$ cat src/rtl/gcc_pkg.sv
package gcc_pkg;
   localparam int GATE_W = 3;
   localparam int CODE_W = 3;

   localparam logic [GATE_W-1:0] GATE_NONE = 3'd0;
   localparam logic [GATE_W-1:0] GATE_AND  = 3'd1;
   localparam logic [GATE_W-1:0] GATE_OR   = 3'd2;
   localparam logic [GATE_W-1:0] GATE_NOT  = 3'd3;
   localparam logic [GATE_W-1:0] GATE_XOR  = 3'd4;
   localparam logic [GATE_W-1:0] GATE_NAND = 3'd5;
   localparam logic [GATE_W-1:0] GATE_BUF  = 3'd6;
   localparam logic [GATE_W-1:0] GATE_XNOR = 3'd7;

   typedef enum logic [CODE_W-1:0] {
      ERR_NONE      = 3'd0,
      ERR_NO_GATE   = 3'd1,
      ERR_UNARY     = 3'd2,
      ERR_BINARY    = 3'd3,
      ERR_SAME_SRC  = 3'd4,
      ERR_DST_CLASH = 3'd5,
      ERR_UNDEF_S1  = 3'd6,
      ERR_UNDEF_S2  = 3'd7
   } err_e;
endpackage

$ cat src/rtl/gcc_opnd_dec.sv
module gcc_opnd_dec #(
   parameter int NUM_PORTS = 4,
   parameter int NUM_REGS  = 10,
   parameter int OPW       = 4
) (
   input  logic [OPW-1:0]      code,
   output logic                present,
   output logic                is_reg,
   output logic [NUM_REGS-1:0] reg_oh
);
   localparam logic [OPW-1:0] LAST_CODE = OPW'(NUM_PORTS + NUM_REGS);
   localparam logic [OPW-1:0] LAST_PORT = OPW'(NUM_PORTS);

   assign present = (code != '0) && (code <= LAST_CODE);
   assign is_reg  = (code > LAST_PORT) && (code <= LAST_CODE);

   for (genvar i = 0; i < NUM_REGS; i++) begin : g_reg
      localparam logic [OPW-1:0] MY_CODE = OPW'(NUM_PORTS + 1 + i);
      assign reg_oh[i] = (code == MY_CODE);
   end
endmodule

$ cat src/rtl/gcc_slot_check.sv
module gcc_slot_check
   import gcc_pkg::*;
#(
   parameter int NUM_PORTS = 4,
   parameter int NUM_REGS  = 10,
   parameter int OPW       = 4,
   parameter int SLOT_W    = GATE_W + 3*OPW
) (
   input  logic [SLOT_W-1:0]   word,
   input  logic [NUM_REGS-1:0] written,
   output logic                empty,
   output logic                ok,
   output err_e                code,
   output logic                reuse,
   output logic [NUM_REGS-1:0] rec_mask
);
   // field index: 0 = dst, 1 = src2, 2 = src1
   logic                fp  [3];
   logic                fr  [3];
   logic [NUM_REGS-1:0] foh [3];
   logic [OPW-1:0]      fc  [3];

   for (genvar k = 0; k < 3; k++) begin : g_fld
      assign fc[k] = word[k*OPW +: OPW];
      gcc_opnd_dec #(
         .NUM_PORTS (NUM_PORTS),
         .NUM_REGS  (NUM_REGS),
         .OPW       (OPW)
      ) u_dec (
         .code    (fc[k]),
         .present (fp[k]),
         .is_reg  (fr[k]),
         .reg_oh  (foh[k])
      );
   end

   logic [GATE_W-1:0] gate;
   logic              unary;
   assign gate  = word[SLOT_W-1 -: GATE_W];
   assign unary = (gate == GATE_NOT) || (gate == GATE_BUF);
   assign empty = (word == '0);

   always_comb begin
      code  = ERR_NONE;
      reuse = 1'b0;
      if (gate == GATE_NONE)
         code = ERR_NO_GATE;
      else if (unary && (fp[2] || !fp[1] || !fp[0]))
         code = ERR_UNARY;
      else if (!unary && (!fp[2] || !fp[1] || !fp[0]))
         code = ERR_BINARY;
      else if (fp[2] && fp[1] && (fc[2] == fc[1]))
         code = ERR_SAME_SRC;
      else if (fr[0] && ((fr[2] && fc[2] == fc[0]) || (fr[1] && fc[1] == fc[0])))
         code = ERR_DST_CLASH;
      else if (fr[2] && ((written & foh[2]) == '0))
         code = ERR_UNDEF_S1;
      else if (fr[1] && ((written & foh[1]) == '0))
         code = ERR_UNDEF_S2;
      else if (fr[0] && ((written & foh[0]) != '0))
         reuse = 1'b1;
   end

   assign ok       = empty || ((code == ERR_NONE) && !reuse);
   assign rec_mask = (!empty && fr[0]) ? foh[0] : '0;
endmodule

$ cat config.mk
export PLATFORM = sky130hd
export DESIGN_NAME = gcc_slot_check
export DESIGN_NICKNAME = d
export VERILOG_FILES = /design/src/rtl/gcc_pkg.sv /design/src/rtl/gcc_opnd_dec.sv /design/src/rtl/gcc_slot_check.sv
export SDC_FILE = /design/constraint.sdc
export NUM_CORES = 1
export LEC_CHECK = 0
export ABC_CLOCK_PERIOD_IN_PS = 2000
export BUFFER_PORTS_ARGS = -buffer_cell sky130_fd_sc_hd__buf_2
export CAP_MARGIN = 5
export CORE_MARGIN = 2
export CORE_UTILIZATION = 50
export DETAILED_ROUTE_END_ITERATION = 16
export PLACE_DENSITY = 0.83
export SLEW_MARGIN = 20
export SYNTH_ARGS = -nofsm -noshare
export SYNTH_HDL_FRONTEND = slang
export SYNTH_SLANG_ARGS = --single-unit
$ cat constraint.sdc
create_clock -name vclk -period 2
set_input_delay 0.2 -clock vclk [all_inputs]
set_output_delay 0.2 -clock vclk [all_outputs]
set_load 0.005 [all_outputs]
== After elaboration in Yosys (flattened, before gate mapping) ==
Cells that the tools add are included.

* Flip-flop bits (word level): 0
* Latch bits: 0
* Bits in writable memories: 0
* ROM bits: 0
* Bits of input ports: 25
* Memories: 0

* $add $sub $neg: 0
* Multipliers: 0
* Divide/modulo/power cells: 0
* Order comparisons: 6
* Equality and inequality tests: 35
* Shift operators: 0
* Muxes and demuxes: 16
* Bitwise operators: 3
* Reduce and logical (&&, ||, !) cells: 40

{| class="wikitable"
|+ Operator list
! cell !! number
|-
| 4-bit equality test, second input constant || 21
|-
| 4-bit by 3-bit equality test with 1-bit output, second input constant || 9
|-
| 10-bit AND || 3
|-
| 3-bit 2-to-1 mux || 7
|-
| 10-bit logical NOT || 2
|-
| 1-bit logical AND || 18
|-
| 15-bit logical NOT || 1
|-
| 4-bit equality test || 3
|-
| 4-bit by 3-bit > comparator with 1-bit output, second input constant || 3
|-
| 4-bit less-or-equal comparator, second input constant || 3
|-
| 4-bit nonzero test || 3
|-
| 10-bit 2-to-1 mux || 1
|-
| 10-bit nonzero test || 1
|-
| 1-bit 2-to-1 mux || 8
|-
| 1-bit logical OR || 7
|-
| 1-bit logical NOT || 6
|-
| 3-bit logical NOT || 2
|-
| 3-bit by 2-bit equality test with 1-bit output, second input constant || 1
|-
| 3-bit equality test, second input constant || 1
|}

== Longest topological paths before layout ==
* Depth after elaboration: 15
* Gate-level depth with buffers: 7
* Depth with buffers taken out: 6

== By module ==
Synthesis repeated with hierarchy kept, for this count alone.

* Cells, all modules: 144
* Area total of the unflattened synthesis: 877.1 µm²

{| class="wikitable"
|+ Modules (own cells, without submodules)
! module !! instances !! cells an instance !! area each (µm²) !! seq. area each (µm²)
|-
| gcc_slot_check || 1 || 84 || 561.8 || 0.0
|-
| gcc_opnd_dec || 3 || 20 || 105.1 || 0.0
|}

== Least setup slack after synthesis ==
No wires, ideal clock.

* Kind: input port to output port
* Start point: input word[10]
* End point: output ok
* Data arrival time: 1,473 ps
* Data required time: 1,800 ps
* Setup slack: 327 ps
* Stages on the path: 7
* Buffers on the path: 1
* Cell sequence: buf_6 -> or4_4 -> o21ai_4 -> xnor2_1 -> nor2_2 -> and4_1 -> a21o_1

* Cells in the longest elaborated chain, start to end: 13

{| class="wikitable"
|+ RTL lines
! element !! RTL line !! RTL
|-
| start, declared || gcc_slot_check.sv:9 || <nowiki>input logic [SLOT_W-1:0] word,</nowiki>
|-
| 4-bit by 3-bit equality test with 1-bit output (tied with other cells) || gcc_opnd_dec.sv:19 || <nowiki>assign reg_oh[i] = (code == MY_CODE);</nowiki>
|-
| 10-bit AND or 1-bit logical AND (tied branches) || gcc_slot_check.sv:56, gcc_opnd_dec.sv:15 ||
|-
| 10-bit logical NOT or 1-bit logical AND (tied branches) || gcc_slot_check.sv:56, gcc_slot_check.sv:54 ||
|-
| 1-bit logical AND or 1-bit logical OR (tied branches) || gcc_slot_check.sv:56, gcc_slot_check.sv:54 ||
|-
| 3-bit 2-to-1 mux (tied with other cells) || gcc_slot_check.sv:56 || <nowiki>else if (fr[2] && ((written & foh[2]) == '0))</nowiki>
|-
| 3-bit 2-to-1 mux or 1-bit 2-to-1 mux (tied branches) || gcc_slot_check.sv:54 || <nowiki>else if (fr[0] && ((fr[2] && fc[2] == fc[0]) || (fr[1] && fc[1] == fc[0])))</nowiki>
|-
| 3-bit 2-to-1 mux or 1-bit 2-to-1 mux (tied branches) || gcc_slot_check.sv:52 || <nowiki>else if (fp[2] && fp[1] && (fc[2] == fc[1]))</nowiki>
|-
| 3-bit 2-to-1 mux or 1-bit 2-to-1 mux (tied branches) || gcc_slot_check.sv:50 || <nowiki>else if (!unary && (!fp[2] || !fp[1] || !fp[0]))</nowiki>
|-
| 3-bit 2-to-1 mux or 1-bit 2-to-1 mux (tied branches) || gcc_slot_check.sv:48 || <nowiki>else if (unary && (fp[2] || !fp[1] || !fp[0]))</nowiki>
|-
| 3-bit 2-to-1 mux or 1-bit 2-to-1 mux (tied branches) || gcc_slot_check.sv:46 || <nowiki>if (gate == GATE_NONE)</nowiki>
|-
| 3-bit logical NOT or 1-bit logical NOT (tied branches) || gcc_slot_check.sv:64 || <nowiki>assign ok = empty || ((code == ERR_NONE) && !reuse);</nowiki>
|-
| 1-bit logical AND || gcc_slot_check.sv:64 ||
|-
| 1-bit logical OR * || gcc_slot_check.sv:64 ||
|-
| end, declared || gcc_slot_check.sv:12 || <nowiki>output logic ok,</nowiki>
|}

Mark *: on every way between the ends. The rest lies on a longest branch, timed or not.

== Worst setup path in the final report ==
* Start point: input word[9]
* End point: output reuse

* Cells in the longest elaborated chain, start to end: 10

{| class="wikitable"
|+ RTL lines
! element !! RTL line !! RTL
|-
| 4-bit by 3-bit equality test with 1-bit output (tied with other cells) || gcc_opnd_dec.sv:19 ||
|-
| 10-bit AND or 1-bit logical AND (tied branches) || gcc_slot_check.sv:56, gcc_opnd_dec.sv:15 ||
|-
| 10-bit logical NOT or 1-bit logical AND (tied branches) || gcc_slot_check.sv:56, gcc_slot_check.sv:54 ||
|-
| 1-bit logical AND or 1-bit logical OR (tied branches) || gcc_slot_check.sv:56, gcc_slot_check.sv:54 ||
|-
| 1-bit 2-to-1 mux or 1-bit logical AND (tied branches) || gcc_slot_check.sv:56, gcc_slot_check.sv:54 ||
|-
| 1-bit 2-to-1 mux || gcc_slot_check.sv:54 ||
|-
| 1-bit 2-to-1 mux || gcc_slot_check.sv:52 ||
|-
| 1-bit 2-to-1 mux || gcc_slot_check.sv:50 ||
|-
| 1-bit 2-to-1 mux * || gcc_slot_check.sv:48 ||
|-
| 1-bit 2-to-1 mux * || gcc_slot_check.sv:46 ||
|-
| end, declared || gcc_slot_check.sv:14 || <nowiki>output logic reuse,</nowiki>
|}

Marked as above.

==> results.md <==
- The flow ran to the end, and the final reports show no timing, DRC or antenna violations.
- The chip width is 46.4 um.
- The estimated wirelength of the detail-placed design is 2.20 mm.
- The effective utilization at floorplan is 52.5%.
- Using the TritonRoute via totals, the vias-per-cell ratio works out to 5.94.
- In the final layout, flip-flops and latches occupy 0 um2.
- The power density over the cells is between 200 and 250 nW/um2.
- The count of warnings emitted by yosys is 0.
- Setup repair after global routing could not meet its margin everywhere.
- The floorplan has 15 rows.
- The number of hold-slack violations in the final timing report is 0.
- After the first detailed-routing iteration, the DRC count stood at 36.
- STA puts the critical path data arrival time at 1.73 ns.
- The minimum clock period is between 1.5 and 2 ns.
- The post-route fraction of the period consumed by the critical path is 96.7%.
- The combined area of all synthesized cells is 897 um2.
- The total non-filler cell area in the finished layout is about 1100 um2.
- Entering global routing, the biggest net connects 15 pins.
- The remaining antenna violation count after routing is 0.
- Counting every instance in the synthesized netlist gives approximately 140.
- STA classifies the critical path endpoint as an output pin.
- The number of nets in the finished design is 205.
- The number of setup violations in the final report is 0.
- The number of different library cells used by synthesis comes to ~40.
- In the finished design the tool counted flip-flops and latches totalling 0.
- The y dimension of the die is around 46 um.
- After routing, the total negative slack on setup checks comes to 0 ns.
- The post-detailed-route DRC marker count is 0.
- The first global-routing pass estimated around 4.3 mm of wire.
- The share of cells above drive strength 1 is 33.7%.
- The worst-path maximum fanout is 3.
- The number of buffers inserted by port buffering is slightly above 40.
- After layout, the design draws a total of between 0.2 and 0.3 mW.
- The part of the Yosys area used for sequential elements is 0%.
- The mean post-synth cell area is around 6.4 um2.
- The die covers between 2000 and 2500 um2.
- The via count of the first global-routing pass is 1,005.
- The average wire length per cell after detail routing is about 14 um.
- From synthesis to final layout, the design area changed by 27.6%.
- For this run, the detailed router's first-pass iteration total came to 4.
- The global-route usage over all layers is between 20% and 30%.
- Across the run, the number of max-cap violations was 0.
- For the worst setup path, the data required time is 1.80 ns.
- The highest attainable clock frequency is 517 MHz.
- The highest ir drop seen on vdd is ~0.16 mV.
- The buffers inserted during post-CTS setup optimization is 0.
- The transition time at the pin with the least slew margin is 0.488 ns.
- The clock buffer count is 0.
- Routability-driven placement finished with a final weighted congestion of between 0.8 and 0.9.
- The hold slack is between 0.7 and 0.8 ns.
- The most common cell after layout, fill and taps aside is buf_2.
- about 40 I/O pins were placed.
- Cells fill 67.0% of the core in the end.
- The critical path start-end classification is input port to output pin.
- The worst hold path belongs to the class input port to output pin.
- The area of the core region is between 1500 and 2000 um2.
- The number of buffers added to fix hold violations after cts is 0.
- 0 antenna diodes ended up in the layout.
- The number of nets produced by synthesis is 166.
- The total vias in the final route is about 1,200.
- The static leakage is roughly 0.5 nW.
- The multi-input combinational cells in the finished layout cover a total of 830 um2.
- The top cell types in the final layout, fill and taps aside, are 41 x buf_2, 15 x nor2_1, 13 x nand2_1.
- Summed over all layers, the global routing overflow is 0.
- The routed design has 2.76 mm of wire.
- The critical path launch point type is an input port.
- The instance area at placement is ~1100 um2.
- Once the clock tree was built, the resizer swapped 0 gates to a different size.
- The count of pins over their slew limit came to 0.
- The count of filler cells inserted in the layout is 152.
- In this run the tightest slew margin relative to its limit is approximately two thirds.
- The initial antenna violation count is 0.
==> routing by layer <==
layer	GRT usage, %	part of all wire [%]	vias to the layer above
li1	-	-	595
met1	35.3	44	561
met2	48.3	50	48
met3	0.392	5.5	2
met4	1.71	0.073	0
met5	0	0	-
==> layout make-up <==
| type | instances | area share, % |
|---|---|---|
| Inverter | 5 | 1.64 |
| Timing Repair Buffer | 49 | 23.2 |
| Tap cell | 25 | 2.73 |
| Multi-Input combinational cell | 124 | 72.5 |
==> logic make-up (layout without fill, tap and decap cells) <==
group                  Yosys count  count (layout)  synth area share [%]
AND/OR/NAND/NOR                 73              73                  45.6
XOR/XNOR                        11              11                  10.7
buffers and inverters           17              54                  9.48
AO/OA/AOI/OAI                   38              38                  31.8
multiplexers                     2               2                  2.37
==> critical path, stage by stage <==
cell	delay, ns
buf_2	0.11
or3b_2	0.46
a21oi_1	0.16
o32ai_1	0.12
a22oi_2	0.24
nand2_1	0.08
nor3_1	0.21
buf_2	0.15
==> through the flow <==
stage                     instances  setup slack [ns]
after global routing            203           -0.0311
after CTS                       203           0.00188
final                           203            0.0651
after floorplan                 141             0.327
after global placement          203            0.0972
after detailed placement        203           0.00485
==> final timing paths <==
kind / startpoint / to / slack, ns / depth (start not counted)
hold / removal: word[14] / empty / 0.79 / 5
setup / recovery: word[9] / reuse / 0.07 / 8
==> power by group <==
group	internal, mW	switching (mW)
combinational	0.119	0.147
sequential	0	0
clock	0	0
==> synthesized netlist by cell type (all sizes together) (3+ instances only) <==
cell / count / area, um2
nor3: 7 / 35.0
nand2b: 6 / 37.5
nand3: 3 / 15.0
a31oi: 4 / 25.0
nand3b: 11 / 82.6
nand2: 13 / 48.8
buf: 12 / 66.3
o211ai: 4 / 35.0
o21ai: 3 / 26.3
nor2b: 3 / 18.8
inv: 5 / 18.8
nor2: 16 / 62.6
xnor2: 9 / 78.8
a21oi: 11 / 55.1
nand4: 4 / 25.0
(Power assumes the default switching activity.)
